==> src/rtl/irtx_pkg.sv <==
package irtx_pkg;

  typedef enum logic [1:0] {
    MODE_SIR  = 2'b00,
    MODE_FAST = 2'b01,
    MODE_RC   = 2'b10
  } irtx_mode_e;

  // Round a time in nanoseconds up to whole clock cycles, never below one.
  function automatic int unsigned ns_to_cycles(input longint unsigned ns,
                                               input longint unsigned hz);
    longint unsigned c;
    c = (ns * hz + 64'd999_999_999) / 64'd1_000_000_000;
    if (c == 0) c = 1;
    return int'(c);
  endfunction

endpackage

==> src/rtl/irtx_sync.sv <==
module irtx_sync #(
  parameter int unsigned WIDTH  = 3,
  parameter int unsigned STAGES = 2
) (
  input  logic             clk,
  input  logic             rst,
  input  logic [WIDTH-1:0] d,
  output logic [WIDTH-1:0] q
);
  logic [STAGES-1:0][WIDTH-1:0] pipe;

  always_ff @(posedge clk) begin
    if (rst) begin
      pipe <= '0;
    end else begin
      pipe[0] <= d;
      for (int i = 1; i < STAGES; i++) pipe[i] <= pipe[i-1];
    end
  end

  assign q = pipe[STAGES-1];
endmodule

==> src/rtl/irtx_run_timer.sv <==
// Counts consecutive cycles with run high, saturating at LIMIT; clears
// on the edge after run goes low, so the run length is still visible
// during the first low cycle.
module irtx_run_timer #(
  parameter int unsigned LIMIT = 16,
  localparam int unsigned CW   = $clog2(LIMIT + 1)
) (
  input  logic          clk,
  input  logic          rst,
  input  logic          run,
  output logic [CW-1:0] count
);
  always_ff @(posedge clk) begin
    if (rst)                    count <= '0;
    else if (!run)              count <= '0;
    else if (count != CW'(LIMIT)) count <= count + 1'b1;
  end

  assert_count_bounded_R9: assert property (@(posedge clk) disable iff (rst)
    count <= CW'(LIMIT));
endmodule

==> src/rtl/irtx_mode_reg.sv <==
module irtx_mode_reg
  import irtx_pkg::*;
#(
  parameter int unsigned SD_CYC    = 1500,
  parameter int unsigned PROG_CYC  = 250,
  parameter int unsigned SETUP_CYC = 10,
  parameter int unsigned PULSE_CYC = 10
) (
  input  logic       clk,
  input  logic       rst,
  input  logic       sd_s,
  input  logic       tir_s,
  output irtx_mode_e mode_q,
  output logic       shut_q
);
  localparam int unsigned SW = $clog2(SD_CYC + 1);
  localparam int unsigned PW = $clog2(PULSE_CYC + 1);

  logic [SW-1:0] sd_cnt;
  logic [PW-1:0] tb_cnt;
  logic          sd_prev, rc_arm;
  logic          setup_ok, tb_run, fall, prog_ok, shut_set, tb_done;

  // Length of the current shutdown-high run.
  irtx_run_timer #(.LIMIT(SD_CYC)) u_sd_timer (
    .clk(clk), .rst(rst), .run(sd_s), .count(sd_cnt));

  assign setup_ok = (sd_cnt >= SW'(SETUP_CYC));
  assign tb_run   = sd_s & tir_s & setup_ok;

  // Length of the transmit-high run inside a programming window.
  irtx_run_timer #(.LIMIT(PULSE_CYC)) u_tb_timer (
    .clk(clk), .rst(rst), .run(tb_run), .count(tb_cnt));

  assign tb_done  = (tb_cnt == PW'(PULSE_CYC));
  assign fall     = sd_prev & ~sd_s;
  assign prog_ok  = (sd_cnt <= SW'(PROG_CYC));
  assign shut_set = sd_s & (sd_cnt >= SW'(SD_CYC - 1));

  always_ff @(posedge clk) begin
    if (rst) begin
      mode_q  <= MODE_SIR;
      shut_q  <= 1'b0;
      sd_prev <= 1'b0;
      rc_arm  <= 1'b0;
    end else begin
      sd_prev <= sd_s;
      shut_q  <= shut_set;
      if (!sd_s)                rc_arm <= 1'b0;
      else if (!tir_s && tb_done) rc_arm <= 1'b1;
      if (shut_set) begin
        mode_q <= MODE_SIR;
      end else if (fall && prog_ok) begin
        if (tir_s)       mode_q <= MODE_FAST;
        else if (rc_arm) mode_q <= MODE_RC;
        else             mode_q <= MODE_SIR;
      end
    end
  end

  assert_mode_legal_R11: assert property (@(posedge clk) disable iff (rst)
    mode_q != 2'b11);

  assert_shut_default_R2: assert property (@(posedge clk) disable iff (rst)
    shut_q |-> mode_q == MODE_SIR);

  assert_mode_only_on_fall_R5: assert property (@(posedge clk) disable iff (rst)
    !$stable(mode_q) |-> ($past(fall) || shut_q));
endmodule

==> src/rtl/irtx_led_gate.sv <==
module irtx_led_gate
  import irtx_pkg::*;
(
  input  logic       clk,
  input  logic       rst,
  input  logic       sd_s,
  input  logic       shut_q,
  input  irtx_mode_e mode,
  input  logic       tir_s,
  input  logic       trc_s,
  input  logic       tir_stuck,
  input  logic       trc_stuck,
  output logic       ir_led_en,
  output logic       rc_led_en,
  output logic       rx_en
);
  logic ir_nxt, rc_nxt;

  always_comb begin
    ir_nxt = 1'b0;
    rc_nxt = 1'b0;
    if (!sd_s) begin
      if (mode == MODE_RC) begin
        rc_nxt = tir_s & ~tir_stuck;
      end else begin
        ir_nxt = tir_s & ~trc_s & ~tir_stuck;
        rc_nxt = trc_s & ~tir_s & ~trc_stuck;
      end
    end
  end

  always_ff @(posedge clk) begin
    if (rst) begin
      ir_led_en <= 1'b0;
      rc_led_en <= 1'b0;
      rx_en     <= 1'b1;
    end else begin
      ir_led_en <= ir_nxt;
      rc_led_en <= rc_nxt;
      rx_en     <= ~shut_q;
    end
  end

  assert_leds_exclusive_R7: assert property (@(posedge clk) disable iff (rst)
    !(ir_led_en && rc_led_en));

  assert_rc_mode_no_ir_R8: assert property (@(posedge clk) disable iff (rst)
    (mode == MODE_RC) |=> !ir_led_en);

  assert_stuck_blocks_ir_R9: assert property (@(posedge clk) disable iff (rst)
    tir_stuck |=> !ir_led_en);
endmodule

==> src/rtl/irtx_mode_ctrl.sv <==
module irtx_mode_ctrl
  import irtx_pkg::*;
#(
  parameter int unsigned CLK_HZ      = 50_000_000,
  parameter int unsigned SHUTDOWN_NS = 30_000,
  parameter int unsigned PROG_MAX_NS = 5_000,
  parameter int unsigned RC_SETUP_NS = 200,
  parameter int unsigned RC_PULSE_NS = 200,
  parameter int unsigned STUCK_NS    = 50_000,
  parameter int unsigned SYNC_STAGES = 2
) (
  input  logic       clk,
  input  logic       rst,
  input  logic       sd_in,
  input  logic       tx_ir_in,
  input  logic       tx_rc_in,
  output logic       ir_led_en,
  output logic       rc_led_en,
  output logic       rx_en,
  output logic [1:0] mode_o
);
  localparam int unsigned SD_CYC    = ns_to_cycles(SHUTDOWN_NS, CLK_HZ);
  localparam int unsigned PROG_CYC  = ns_to_cycles(PROG_MAX_NS, CLK_HZ);
  localparam int unsigned SETUP_CYC = ns_to_cycles(RC_SETUP_NS, CLK_HZ);
  localparam int unsigned PULSE_CYC = ns_to_cycles(RC_PULSE_NS, CLK_HZ);
  localparam int unsigned STK_CYC   = ns_to_cycles(STUCK_NS, CLK_HZ);
  localparam int unsigned KW        = $clog2(STK_CYC + 1);

  logic [2:0] raw, synced;
  logic       sd_s;
  logic [1:0] tx_s, stuck;
  irtx_mode_e mode_q;
  logic       shut_q;

  assign raw = {sd_in, tx_ir_in, tx_rc_in};

  irtx_sync #(.WIDTH(3), .STAGES(SYNC_STAGES)) u_sync (
    .clk(clk), .rst(rst), .d(raw), .q(synced));

  assign sd_s = synced[2];
  assign tx_s = synced[1:0];   // [1] data input, [0] remote-control input

  // One hold-time watchdog per drive input.
  for (genvar g = 0; g < 2; g++) begin : g_stuck
    logic [KW-1:0] hold_cnt;
    irtx_run_timer #(.LIMIT(STK_CYC)) u_hold (
      .clk(clk), .rst(rst), .run(tx_s[g]), .count(hold_cnt));
    assign stuck[g] = (hold_cnt == KW'(STK_CYC));
  end

  irtx_mode_reg #(
    .SD_CYC(SD_CYC), .PROG_CYC(PROG_CYC),
    .SETUP_CYC(SETUP_CYC), .PULSE_CYC(PULSE_CYC)
  ) u_mode (
    .clk(clk), .rst(rst), .sd_s(sd_s), .tir_s(tx_s[1]),
    .mode_q(mode_q), .shut_q(shut_q));

  irtx_led_gate u_gate (
    .clk(clk), .rst(rst), .sd_s(sd_s), .shut_q(shut_q), .mode(mode_q),
    .tir_s(tx_s[1]), .trc_s(tx_s[0]),
    .tir_stuck(stuck[1]), .trc_stuck(stuck[0]),
    .ir_led_en(ir_led_en), .rc_led_en(rc_led_en), .rx_en(rx_en));

  assign mode_o = mode_q;

  assert_shutdown_dark_R2: assert property (@(posedge clk) disable iff (rst)
    (shut_q && $past(shut_q)) |-> (!ir_led_en && !rc_led_en));
endmodule

==> config.mk <==
export PLATFORM = sky130hd
export DESIGN_NAME = irtx_mode_ctrl
export DESIGN_NICKNAME = d
export VERILOG_FILES = /design/src/rtl/irtx_pkg.sv /design/src/rtl/irtx_sync.sv /design/src/rtl/irtx_run_timer.sv /design/src/rtl/irtx_mode_reg.sv /design/src/rtl/irtx_led_gate.sv /design/src/rtl/irtx_mode_ctrl.sv
export SDC_FILE = /design/constraint.sdc
export NUM_CORES = 1
export LEC_CHECK = 0
export BUFFER_PORTS_ARGS = -buffer_cell sky130_fd_sc_hd__buf_2
export CORE_MARGIN = 4
export CORE_UTILIZATION = 55
export CTS_BUF_LIST = sky130_fd_sc_hd__clkbuf_8
export DETAILED_ROUTE_END_ITERATION = 10
export HOLD_SLACK_MARGIN = 0.05
export PLACE_DENSITY = 0.7
export SYNTH_ARGS = -nofsm -noshare
export SYNTH_HDL_FRONTEND = slang
export SYNTH_SLANG_ARGS = --single-unit
==> constraint.sdc <==
create_clock -name clk -period 1.9 [get_ports clk]
set_clock_uncertainty 0.15 [all_clocks]
set_input_delay 0.38 -clock clk [delete_from_list [all_inputs] [get_ports clk]]
set_output_delay 0.38 -clock clk [all_outputs]
set_load 0.02 [all_outputs]
Word-level counts from Yosys, hierarchy flattened
Index checks and enable logic that the tools add are counted.

storage, ports and cells
  register bits = 53
  input bits = 5
  output and inout bits = 5
  logic and storage cells = 57

cells by class
  add/sub/neg operators = 4
  $lt $le $gt $ge = 3
  equality and inequality tests = 8
  mux-type cells = 3
  bitwise operators = 16
  reduce and logical (&&, ||, !) cells = 10

operator list
  cell                   number
  $add 12x1->12 const B  2
  $eq 12x12->1 const B   2
  $ne 12x12->1 const B   2
  $reduce_or 2->1        6
  $add 11x1->11 const B  1
  $ge 11x11->1 const B   1
  $ge 11x4->1 const B    1
  $le 11x8->1 const B    1
  $ne 11x11->1 const B   1
  $and 1x1->1            9
  $not 1->1              7
  $add 4x1->4 const B    1
  $eq 4x4->1 const B     1
  $mux 2                 2
  $ne 4x4->1 const B     1
  $reduce_or 3->1        1
  $eq 2x2->1 const B     1
  $logic_and 1x1->1      2
  $logic_not 1->1        1
  $mux 1                 1

Logic depth before layout (Yosys ltp)
  depth after elaboration = 4
  mapped depth = 6
  gate-level depth less buffers = 6

Cells and area by module
Synthesis repeated with hierarchy kept, for this count alone.

unflattened totals
  cells, all modules = 287
  area total of the unflattened synthesis = 2653.8 µm²

modules (own cells, without submodules)
  module                                  times used  cells an instance  area each (µm²)  seq. area each (µm²)
  irtx_run_timer (g_stuck[0].u_hold ...)  2           69                 608.1            240.2
  irtx_run_timer (u_mode.u_sd_timer)      1           61                 553.0            220.2
  irtx_mode_reg                           1           33                 284.0            100.1
  irtx_run_timer (u_mode.u_tb_timer)      1           21                 220.2            80.1
  irtx_sync                               1           15                 180.2            120.1
  irtx_led_gate                           1           11                 123.9            60.1
  irtx_mode_ctrl                          1           8                  76.3             0.0

Worst setup path before layout
OpenSTA, ideal clock, no wires.

  kind = reg2reg
  start point = reg u_mode.u_sd_timer.count[1]
  end point = reg u_mode.u_sd_timer.count[8]
  library setup time = 0.071 ns
  data arrival time = 1.408 ns
  data required time = 1.679 ns
  path slack = 0.271 ns
  stages on the path, launching flop included = 5
  path buffers = 0
  clock period less this slack = 1.629 ns
  path through = dfxtp_1 > ha_1 > nand4_1 > or3_2 > a21oi_1

between the ends
  word-level cells in the longest chain between the ends = 1
  elaborated cells on any way between the ends = 2
  those cells by class = add/sub (1); eq/ne (1)

ends and longest elaborated chain
  item                                           RTL line              RTL
  start, declared                                irtx_run_timer.sv:11  output logic [CW-1:0] count
  start signal, assigned                         irtx_run_timer.sv:16  else if (count != CW'(LIMIT)) count <= count + 1'b1;
  $add 11x1->11 or $ne 11x11->1 (tied branches)  irtx_run_timer.sv:16

Several ways; a longest one is shown, not always the timed one.
A chain may end at the register's enable or synchronous reset.

Final worst setup path
  start point = reg u_mode.u_sd_timer.count[2]
  end point = reg u_mode.mode_q[1]

between the ends
  word-level cells in the longest chain between the ends = 3
  elaborated cells on any way between the ends = 5
  those cells by class = order compare (2); bitwise (1); reduce/logical (2)

ends and longest elaborated chain
  item                       RTL line             RTL
  $ge 11x11->1               irtx_mode_reg.sv:38  assign shut_set = sd_s & (sd_cnt >= SW'(SD_CYC - 1));
  $and 1x1->1                irtx_mode_reg.sv:38
  $reduce_or 2->1 (no line)  -
  end signal, assigned       irtx_mode_reg.sv:42  mode_q <= MODE_SIR;
  end signal, assigned       irtx_mode_reg.sv:52  mode_q <= MODE_SIR;
  end signal, assigned       irtx_mode_reg.sv:54  if (tir_s) mode_q <= MODE_FAST;
  end, declared              irtx_mode_reg.sv:13  output irtx_mode_e mode_q,

Several ways; a longest one is shown, not always the timed one.

==> qor.yml <==
via_count: 1805
critical_path_class: "flop to flop"
wl_met3_um: 129
required_ns: 1.97
synth_area_leader_cell: "dfxtp_1"
r2r_slack_ns: 0.19
max-cap-violations: 0
share_comb_of_total_power: 0.022
finalWirelength_mm: 4.12
ys.flop_type: "dfxtp_1"
yosysWarningCount: 0
cts_num_sinks: 53
numCtsBuffers: 5
min-delay-path-class: "primary input to flop"
timing.final.crit_share: 0.901
outcome: "finished, final reports clean"
avgSynthCellArea_um2: 9.04
syn_nets: 273
synth_top_cell_area_share: 0.453
highest_layer: "met4"
cp_max_fo: 9
num_rows: 23
antenna_left: 0
ys_types: 44
power_frac_clock: 0.359
p_switching_mw: 0.411
die_h_um: 73.2
worstMarginPinSlew_ns: 0.430
maxSlewHeadroom: 0.714
seqPwrFrac: 0.619
cts_tree: "built"
gp_congestion: 0.832
p_leak_nw: 0.906
antenna_found_initial: 0
nNetsFinal: 291
initial_core_util: 0.577
hold_violations: 0
via_per_inst: 5.50
endpoint_kind: "flop"
drt-met1-wl_mm: 2.10
die_w_um: 73.2
totalPowerFinal_mw: 1.82
fin_crit_ns: 1.71
slew_violations: 0
grt_pass1_vias: 1626
p_int_mw: 1.41
ys_async_sr_fraction: 0
grt.overflow.total: 0
clock_latency_ns: 0.31
clockBufferDepth: 2
holdBufCountCts: 0
drtPass1Iterations: 4
ioPinCount: 10
core_area_mm2: 0.00406
place_inst: 320
ys_seq_elements: 53
ys_seq_area_frac: 0.453
arrival_ns: 1.78
power_density_mw_per_mm2: 703
synthTopCellsByArea: "dfxtp_1 (45%), xnor2_1 (4.9%), ha_1 (4.8%)"
drcViolationCount: 0
grt_max_degree: 19
rsz0062_at_grt: "no"
drt_iter0_markers: 66
wl_per_cell_um: 12.6
grt_usage: 0.170
worstSetupStartpointType: "flop"
route.met2.wl_mm: 1.84
htree_levels: 2
area_growth_pct: 10.6
grt_pass1_wl_mm: 7.19
drive_gt1_frac: 0.126
synth-edff-count: 0
syn-instance-count: 259
max_freq_mhz: 584
fp.dieArea_mm2: 0.00536
setup_viol: 0
clockRootBuffer: "clkbuf_8"
clk_pin_slew_ns: 0.10
finalSetupTns_ns: 0
vdd_drop_max_mv: 0.426
port_buffers: 9
place_hpwl_mm: 2.97
netlist_area_mm2: 0.00234
switching_share: 0.226
fin_util: 0.638
n_antenna_cell: 0
fin_cells: 328
whs_ns: 0.123
[layout by cell type, fill, tap and decap left out, types with 5 or more instances in the layout]
master    netlist  layout
nand2_1        13      13
nand3_1        14      14
nor3_1         11      11
xnor2_1        13      13
buf_4           0       8
nand4_1         9       9
nor2_1         30      30
buf_2           1       9
dfxtp_1        53      51
xor2_1          9       9
inv_1          11      11
clkbuf_8        0       5
o21ai_0         8       8
nor2b_1         8       8
nand2b_1        5       5
a21oi_1         7       7
ha_1            9       9
a31oi_1         6       6
[metrics by stage]
stage,instance area (µm²),setup slack [ns]
after floorplan,2340,0.271
after global placement,2480,0.203
after detailed placement,2480,0.144
after CTS,2580,0.112
after global routing,2590,0.0289
final,2590,0.189
[power groups by stage]
stage               clock [mW]  combinational [mW]  sequential (mW)
floorplan                    0              0.0230             1.15
global placement             0              0.0392             1.15
detailed placement           0              0.0398             1.15
CTS                      0.677              0.0400             1.13
global route             0.723              0.0450             1.13
finish                   0.653              0.0395             1.13
[critical path, cell delays in order, from the launching register on]
cell and delay, ns:
dfxtp_1 0.40, a21oi_1 0.22, nor4_2 0.10, or4b_1 0.50, a221oi_1 0.25
[worst paths after layout]
| check | cells past startpoint | endpoint | start |
|---|---|---|---|
| setup / recovery | 4 | u_mode.mode_q[1]$_SDFFE_PP0P_ | u_mode.u_sd_timer.count[2]$_SDFFE_PP0P_ |
| hold / removal | 2 | u_sync.pipe[0]$_SDFF_PP0_ | tx_rc_in |
| setup reg to reg | 4 | u_mode.mode_q[1]$_SDFFE_PP0P_ | u_mode.u_sd_timer.count[2]$_SDFFE_PP0P_ |
| hold reg to reg | 1 | u_gate.rx_en$_SDFF_PP1_ | u_mode.shut_q$_SDFF_PP0_ |
[layer usage]
metal	global-route usage	vias up
li1	-	948
met1	0.225	824
met2	0.266	28
met3	0.0496	5
met4	0.0553	0
met5	0	-
[Yosys cell counts, types with 2 or more instances]
cell type	instances
dfxtp_1	53
nor2_1	30
nand3_1	14
nand2_1	13
xnor2_1	13
inv_1	11
nor3_1	11
ha_1	9
nand4_1	9
xor2_1	9
nor2b_1	8
o21ai_0	8
a21oi_1	7
a31oi_1	6
clkbuf_1	5
nand2b_1	5
and3_1	4
nor4_1	4
a211oi_1	3
and4_1	3
mux2i_1	3
or3_1	3
a221oi_1	2
and2_1	2
nor3_2	2
o31ai_1	2
or2_2	2
or4_1	2
[layout make-up]
class / instances / area [µm²]
clock buffers: 5 / 68.8
clock inverters: 3 / 26.3
fillers: 360 / 1470
inverters: 11 / 41.3
multi-input cells: 189 / 1220
flip-flops and latches: 53 / 1060
well taps: 50 / 62.6
repair buffers: 17 / 105
[flip-flops by register name (all words and copies together), names as in the netlist]
name	flops
g_stuck.u_hold.count	24
u_gate.ir_led_en	1
u_gate.rc_led_en	1
u_gate.rx_en	1
u_mode.mode_q	2
u_mode.rc_arm	1
u_mode.sd_prev	1
u_mode.shut_q	1
u_mode.u_sd_timer.count	11
u_mode.u_tb_timer.count	4
u_sync.pipe	3
u_sync.q	3
[cell families (layout without fill, tap and decap cells)]
kind of cell    count (synthesis)  in the layout  share of synthesized area
xor+xnor                       22             22                     0.0823
fa+ha+maj                       9              9                     0.0481
simple gates                  121            121                      0.282
flops                          53             53                      0.453
buf+inv                        17             36                     0.0278
compound gates                 33             33                     0.0887
mux                             4              4                     0.0176
[what timing repair did]
| item | CTS | global route |
|---|---|---|
| buffers inserted | 0 | 0 |
| gates resized for setup | 0 | 3 |
| setup endpoints to repair | 0 | 4 |
(Power assumes the default switching activity.)
